### config.mk
export PLATFORM = sky130hd
export DESIGN_NAME = pulse_acc_clksel
export DESIGN_NICKNAME = d
export VERILOG_FILES = /design/src/rtl/pacc_pkg.sv /design/src/rtl/pacc_edge_sync.sv /design/src/rtl/pacc_counter.sv /design/src/rtl/pacc_tick_sel.sv /design/src/rtl/pulse_acc_clksel.sv
export SDC_FILE = /design/constraint.sdc
export NUM_CORES = 1
export LEC_CHECK = 0
export BUFFER_PORTS_ARGS = -buffer_cell sky130_fd_sc_hd__buf_2
export CORE_ASPECT_RATIO = 2
export CORE_MARGIN = 2
export CORE_UTILIZATION = 34
export DETAILED_ROUTE_END_ITERATION = 16
export RECOVER_POWER = 25
export SETUP_SLACK_MARGIN = 0.02
export SYNTH_ARGS = -nofsm -noshare
export SYNTH_HDL_FRONTEND = slang
export SYNTH_SLANG_ARGS = --single-unit
### constraint.sdc
create_clock -name clk -period 2.5 [get_ports clk]
set_input_delay 0.25 -clock clk [delete_from_list [all_inputs] [get_ports clk]]
set_output_delay 0.25 -clock clk [all_outputs]
set_load 0.1 [all_outputs]
### src/rtl/pacc_pkg.sv
// Shared definitions for the pulse accumulator: register addresses,
// clock-select encoding and the packed control register layout.
package pacc_pkg;
    localparam int DATA_W = 16;
    localparam int ADDR_W = 2;

    localparam logic [ADDR_W-1:0] ADR_CTRL = 2'd0;
    localparam logic [ADDR_W-1:0] ADR_FLAG = 2'd1;
    localparam logic [ADDR_W-1:0] ADR_CNT  = 2'd2;

    localparam int FLG_EDGE = 0;
    localparam int FLG_OVF  = 1;

    typedef enum logic [1:0] {
        SEL_PRESC    = 2'b00,
        SEL_EDGE     = 2'b01,
        SEL_DIV_LO   = 2'b10,
        SEL_DIV_FULL = 2'b11
    } clk_sel_e;

    // Bit 6 fast_clr, 5 acc_en, 4 rise_sel, 3..2 clk_sel, 1 ovf_ie, 0 edge_ie
    typedef struct packed {
        logic     fast_clr;
        logic     acc_en;
        logic     rise_sel;
        clk_sel_e clk_sel;
        logic     ovf_ie;
        logic     edge_ie;
    } ctrl_t;

    localparam int CTRL_W = $bits(ctrl_t);
endpackage

### src/rtl/pacc_edge_sync.sv
// Synchronizes the asynchronous pulse input through STAGES flip-flops and
// emits a one-cycle strobe on the selected edge polarity.
// Assumes each input level is held for at least two clock cycles.
module pacc_edge_sync #(
    parameter int STAGES = 2
) (
    input  logic clk,
    input  logic rst_n,
    input  logic pulse_in,
    input  logic rise_sel,
    output logic edge_hit
);
    logic [STAGES-1:0] sync_q;
    logic              last_q;
    logic              cur;

    generate
        if (STAGES == 1) begin : g_one
            // Capture the raw input in a single stage
            always_ff @(posedge clk) begin
                if (!rst_n) sync_q <= '0;
                else        sync_q <= pulse_in;
            end
        end else begin : g_chain
            // Shift the raw input along the synchronizer chain
            always_ff @(posedge clk) begin
                if (!rst_n) sync_q <= '0;
                else        sync_q <= {sync_q[STAGES-2:0], pulse_in};
            end
        end
    endgenerate

    assign cur = sync_q[STAGES-1];

    // Remember the previous synchronized level for edge detection
    always_ff @(posedge clk) begin
        if (!rst_n) last_q <= 1'b0;
        else        last_q <= cur;
    end

    // Pick the active edge according to the polarity bit
    always_comb begin
        if (rise_sel) edge_hit = cur & ~last_q;
        else          edge_hit = ~cur & last_q;
    end
endmodule

### src/rtl/pacc_counter.sv
// Accumulator count register with software load and wrap taps.
// A load has priority over an increment; taps fire only on real increments.
module pacc_counter #(
    parameter int CNT_W = 16,
    parameter int TAP_W = 8
) (
    input  logic             clk,
    input  logic             rst_n,
    input  logic             inc,
    input  logic             load,
    input  logic [CNT_W-1:0] load_val,
    output logic [CNT_W-1:0] count,
    output logic             wrap_tap,
    output logic             wrap_full
);
    logic step;

    assign step      = inc & ~load;
    assign wrap_tap  = step & (&count[TAP_W-1:0]);
    assign wrap_full = step & (&count);

    // Load, increment or hold the count
    always_ff @(posedge clk) begin
        if (!rst_n)    count <= '0;
        else if (load) count <= load_val;
        else if (inc)  count <= count + 1'b1;
    end
endmodule

### src/rtl/pacc_tick_sel.sv
// Chooses the timer counter tick. The prescaler tick is forced whenever the
// accumulator is disabled. This is combinational so select changes act at once.
module pacc_tick_sel
    import pacc_pkg::*;
(
    input  logic     acc_en,
    input  clk_sel_e clk_sel,
    input  logic     presc_tick,
    input  logic     edge_tick,
    input  logic     tap_tick,
    input  logic     full_tick,
    output logic     tmr_tick
);
    // Route the selected source to the timer
    always_comb begin
        if (!acc_en) begin
            tmr_tick = presc_tick;
        end else begin
            unique case (clk_sel)
                SEL_PRESC:    tmr_tick = presc_tick;
                SEL_EDGE:     tmr_tick = edge_tick;
                SEL_DIV_LO:   tmr_tick = tap_tick;
                SEL_DIV_FULL: tmr_tick = full_tick;
                default:      tmr_tick = presc_tick;
            endcase
        end
    end
endmodule

### src/rtl/pulse_acc_clksel.sv
// Top level of the pulse accumulator. It holds the register file, the flags,
// the interrupt requests and the gated reference tick, and it instantiates
// the synchronizer, the counter and the tick selector.
// Assumes a single-cycle register access with bus_sel held for one cycle.
module pulse_acc_clksel
    import pacc_pkg::*;
#(
    parameter int CNT_W       = 16,
    parameter int TAP_W       = 8,
    parameter int SYNC_STAGES = 2
) (
    input  logic              clk,
    input  logic              rst_n,
    input  logic              bus_sel,
    input  logic              bus_wr,
    input  logic              bus_rd,
    input  logic [ADDR_W-1:0] bus_addr,
    input  logic [DATA_W-1:0] bus_wdata,
    output logic [DATA_W-1:0] bus_rdata,
    input  logic              pulse_in,
    input  logic              presc_tick,
    input  logic              presc64_tick,
    input  logic              tmr_en,
    input  logic              ext8_wrap,
    output logic              tmr_tick,
    output logic              ref64_tick,
    output logic              irq_ovf,
    output logic              irq_edge
);
    ctrl_t             ctrl_q;
    logic              edge_q;
    logic              ovf_q;
    logic [CNT_W-1:0]  count_q;
    logic              edge_hit;
    logic              acc_inc;
    logic              cnt_load;
    logic              wrap_tap;
    logic              wrap_full;
    logic              wr_ctrl;
    logic              wr_flag;
    logic              cnt_access;
    logic              fast_hit;
    logic              clr_edge;
    logic              clr_ovf;

    // Decode the register accesses
    always_comb begin
        wr_ctrl    = bus_sel & bus_wr & (bus_addr == ADR_CTRL);
        wr_flag    = bus_sel & bus_wr & (bus_addr == ADR_FLAG) & ~ctrl_q.fast_clr;
        cnt_load   = bus_sel & bus_wr & (bus_addr == ADR_CNT);
        cnt_access = bus_sel & (bus_wr | bus_rd) & (bus_addr == ADR_CNT);
        fast_hit   = ctrl_q.fast_clr & cnt_access;
        clr_edge   = fast_hit | (wr_flag & bus_wdata[FLG_EDGE]);
        clr_ovf    = fast_hit | (wr_flag & bus_wdata[FLG_OVF]);
    end

    // Hold the control register
    always_ff @(posedge clk) begin
        if (!rst_n)       ctrl_q <= '0;
        else if (wr_ctrl) ctrl_q <= ctrl_t'(bus_wdata[CTRL_W-1:0]);
    end

    pacc_edge_sync #(.STAGES(SYNC_STAGES)) u_sync (
        .clk      (clk),
        .rst_n    (rst_n),
        .pulse_in (pulse_in),
        .rise_sel (ctrl_q.rise_sel),
        .edge_hit (edge_hit)
    );

    assign acc_inc = edge_hit & ctrl_q.acc_en;

    pacc_counter #(.CNT_W(CNT_W), .TAP_W(TAP_W)) u_cnt (
        .clk       (clk),
        .rst_n     (rst_n),
        .inc       (acc_inc),
        .load      (cnt_load),
        .load_val  (bus_wdata[CNT_W-1:0]),
        .count     (count_q),
        .wrap_tap  (wrap_tap),
        .wrap_full (wrap_full)
    );

    // Update the flags; a set in the same cycle beats a clear
    always_ff @(posedge clk) begin
        if (!rst_n) begin
            edge_q <= 1'b0;
            ovf_q  <= 1'b0;
        end else begin
            edge_q <= acc_inc | (edge_q & ~clr_edge);
            ovf_q  <= wrap_full | ext8_wrap | (ovf_q & ~clr_ovf);
        end
    end

    pacc_tick_sel u_sel (
        .acc_en     (ctrl_q.acc_en),
        .clk_sel    (ctrl_q.clk_sel),
        .presc_tick (presc_tick),
        .edge_tick  (acc_inc & ~cnt_load),
        .tap_tick   (wrap_tap),
        .full_tick  (wrap_full),
        .tmr_tick   (tmr_tick)
    );

    // Pass the divide-by-64 tick only while the timer runs
    always_ff @(posedge clk) begin
        if (!rst_n) ref64_tick <= 1'b0;
        else        ref64_tick <= presc64_tick & tmr_en;
    end

    // Raise interrupt requests from the flags and their enables
    always_comb begin
        irq_ovf  = ovf_q & ctrl_q.ovf_ie;
        irq_edge = edge_q & ctrl_q.edge_ie;
    end

    // Drive read data for the addressed register
    always_comb begin
        bus_rdata = '0;
        unique case (bus_addr)
            ADR_CTRL: bus_rdata[CTRL_W-1:0] = ctrl_q;
            ADR_FLAG: begin
                bus_rdata[FLG_EDGE] = edge_q;
                bus_rdata[FLG_OVF]  = ovf_q;
            end
            ADR_CNT:  bus_rdata[CNT_W-1:0] = count_q;
            default:  bus_rdata = '0;
        endcase
    end
endmodule

==> summary.txt <==
Min path
  – Worst Hold End: u_sync.sync_q[0]
  – Worst hold path depth: 2
  – Min-delay worst type: in -> reg
  – Hold path startpoint: pulse_in

Final layout
  – Layout Nets: ~280
  – Fin cells: 309
  – ANT cells: 0
  – Area grow syn2layout: 24.6%
  – Commonest cells after routing, fill and taps aside: buf_2, dfxtp_1, o21ai_0, nor2_1, mux2i_1
  – Commonest non-fill, non-tap cell in the layout: buf_2
  – Share of cells above drive strength 1: about a quarter

Global route
  – GR Layer Usage met1: about 20%
  – Initial antenna violation count: 0
  – Global-route met3 utilization: roughly 3.6%
  – Grt met2 use: approximately 30%
  – First-pass GRT wire length: 7.23 mm
  – Overall global routing resource usage: about 17%
  – Total congestion overflow: 0
  – Vias in the first global route: about 1500
  – Busiest grt layer: met2
  – Largest net degree at the start of global routing: 22

CTS
  – Clock-pin slew on the worst setup and hold paths: ~60 ps
  – Num CTS Buffers: 5
  – CTS tree: done
  – CTS Buffer Depth: 2
  – Postcts setup bufs: 0
  – Htree depth: 2
  – Root Buffer: clkbuf_8
  – Worst-Skew Late Latency: 280 ps
  – Clock sink count: 29

Yosys
  – Synth top area share: ~34%
  – Mean Syn Cell Area: 8.29 sq um
  – Synthesized Nets: approximately 230
  – Seq/Total Area, Yosys: 34.3%
  – Mapped Cells: slightly above 200
  – Post-Syn Area: roughly 1700 sq um
  – Flops & latches, synth: 29
  – Area contributors post-synth: dfxtp_1, mux2i_1, o21ai_0
  – Area leader, netlist: dfxtp_1
  – YS warnings: 0
  – Post-synth cell types: 42

Timing
  – Final min period: approximately 2200 ps
  – RSZ-0062 raised after global routing: no
  – Final hold vios: 0
  – Final setup fails: 0
  – Final worst-path cycle share: between 80% and 90%
  – Slew headroom: between 20% and 30%
  – WHS: about 180 ps
  – Least-Margin Pin Slew: approximately 1200 ps
  – Final clock skew: ~4.8 ps
  – FMAX: approximately 450 MHz
  – Final-report max-slew violation count: 0

Route
  – Total Wirelength: approximately 4.5 mm
  – Antenna Nets Post-Route: 0
  – DR iter-0 viols: 18
  – DRC errors left: 0
  – Via count: roughly 1600
  – Drt wl/cell: approximately 15 um
  – DR pass1 iterations: 4
  – Vias per cell: approximately 5.3

Worst setup path
  – Worst Path Arrival: approximately 2000 ps
  – Critical path endpoint category: output pin
  – Critical path type: reg -> out
  – Startpoint Class: flip-flop
  – RR Endpoint: u_cnt.count[15]
  – R2R cell count: 4
  – Top Family by Delay on Critical Path: compound AO/OA/AOI/OAI gates
  – Critical Path Slowest Stage Cell: dfxtp_1
  – Crit Path Max Fanout: 11
  – Req. time, crit path: 2250 ps
  – Crit-path max cell delay: ~510 ps
  – Reg2reg start: ctrl_q[5]
  – Worst-path cell chain: nand4bb_1 > a211oi_2 > a32oi_1 > o211ai_1 > clkbuf_4
  – Buf/Inv on CP: 1
  – R2R Setup Slk: slightly below 700 ps

Floorplan
  – I/O Pins: between 40 and 50
  – Row cnt: 36
  – Die height: 104 um
  – Initial Util: between 30% and 40%
  – Die X-Extent: between 50 and 60 um
  – Core area: 4820 sq um
  – DIE AREA: approximately 5600 sq um

Placed design
  – PortBufs: between 40 and 50
  – Hpwl dp: roughly 3.4 mm
  – Placer Congestion: about 0.81
  – DP Cell Count: roughly 300

Power
  – PwrDens: about 500 nW/um^2
  – Lkg Pwr: about 0.82 nW
  – Worst vdd ir: between 400 and 500 uV

Job
  – Max-Cap Viols: 0

Outcome
  – Status: complete, no violations
==> synth_stat cells <==
library cell / instances
nor2_1: 16
a32oi_1: 1
and4b_1: 1
o311ai_0: 1
and3b_1: 1
dfxtp_1: 29
a211oi_1: 6
nand4_4: 1
or3b_2: 1
or2_1: 1
nand4_1: 1
or3_4: 1
or4_1: 5
o31ai_1: 5
a21o_1: 2
or3_2: 1
nand3_1: 6
nand4bb_1: 1
o2111ai_1: 1
xor2_1: 1
nor4bb_1: 1
clkinv_1: 1
nor3_1: 1
clkbuf_1: 8
o21ai_0: 21
nand2b_1: 2
buf_2: 2
xnor2_1: 7
nand3b_1: 2
mux2i_1: 15
o211ai_1: 3
and3_1: 3
a21oi_1: 8
or3_1: 2
a31oi_1: 9
nand4b_1: 3
nor2b_1: 1
nand2_1: 8
and2_1: 15
nor3b_1: 1
ha_1: 1
inv_1: 8
==> registers in the layout, indices dropped and copies added, names as in the netlist <==
signal	flops
u_sync.sync_q	2
ovf_q	1
edge_q	1
ctrl_q	7
ref64_tick	1
u_sync.last_q	1
u_cnt.count	16
==> worst max-delay path by stage <==
| stage | to | start | slack (ps) | cells past startpoint |
|---|---|---|---|---|
| after floorplan | tmr_tick | u_cnt.count[1] | -160 | 5 |
| after global placement | tmr_tick | ctrl_q[5] | 420 | 5 |
| after detailed placement | tmr_tick | ctrl_q[5] | 400 | 5 |
| after CTS | tmr_tick | ctrl_q[5] | 90 | 5 |
| after global routing | tmr_tick | ctrl_q[5] | 80 | 5 |
| final | tmr_tick | ctrl_q[5] | 260 | 5 |
==> where the power goes <==
group / internal (mW) / switching, mW / total [mW]
clock network: 0.218 / 0.171 / 0.389
logic: 0.0483 / 0.0951 / 0.143
registers: 0.478 / 0.0202 / 0.498
total: 0.744 / 0.287 / 1.03
==> cell families (layout without fill, tap and decap cells) <==
logic type / count (synthesis) / after routing / synth area share [%]
AO/OA/AOI/OAI: 57 / 57 / 20.6
XOR/XNOR: 8 / 8 / 4.14
adder cells (fa/ha/maj): 1 / 1 / 0.740
buffers and inverters: 19 / 67 / 4.36
flip-flops: 29 / 29 / 34.3
multiplexers: 15 / 15 / 8.88
AND/OR/NAND/NOR: 75 / 75 / 27.0
==> layout make-up <==
cell class | instances | area [sq um]
timing repair buffer | 51 | 265
tap | 57 | 71.3
inverter | 9 | 33.8
clock buffer | 7 | 86.3
fill | 505 | 2710
multi-input combinational | 156 | 1070
sequential | 29 | 583
==> metrics by stage <==
step	util (%)	setup WS [ps]	TNS [ps]	cell area, sq um	total power [mW]
2_1_floorplan	-	-155	-155	1730	0.605
3_3_place_gp	41.8	425	0	2020	0.652
3_5_place_dp	41.8	404	0	2020	0.653
4_1_cts	43.6	90.8	0	2100	1.04
5_1_grt	43.7	80.3	0	2110	1.07
6_report	43.7	263	0	2110	1.03
==> what timing repair did <==
item                                    CTS  global route
gates resized for setup                   0             2
endpoints found under the setup margin    0             1
hold buffers                              0             0
==> metal layers <==
metal  up-vias  part of all wire [%]  wire length [um]
met5         -                     0                 0
met4         0                   2.1                97
met3         8                   3.8               173
met2        34                    55              2470
met1       757                    39              1780
li1        844                     -                 -
Power figures use the tool's default switching activity.
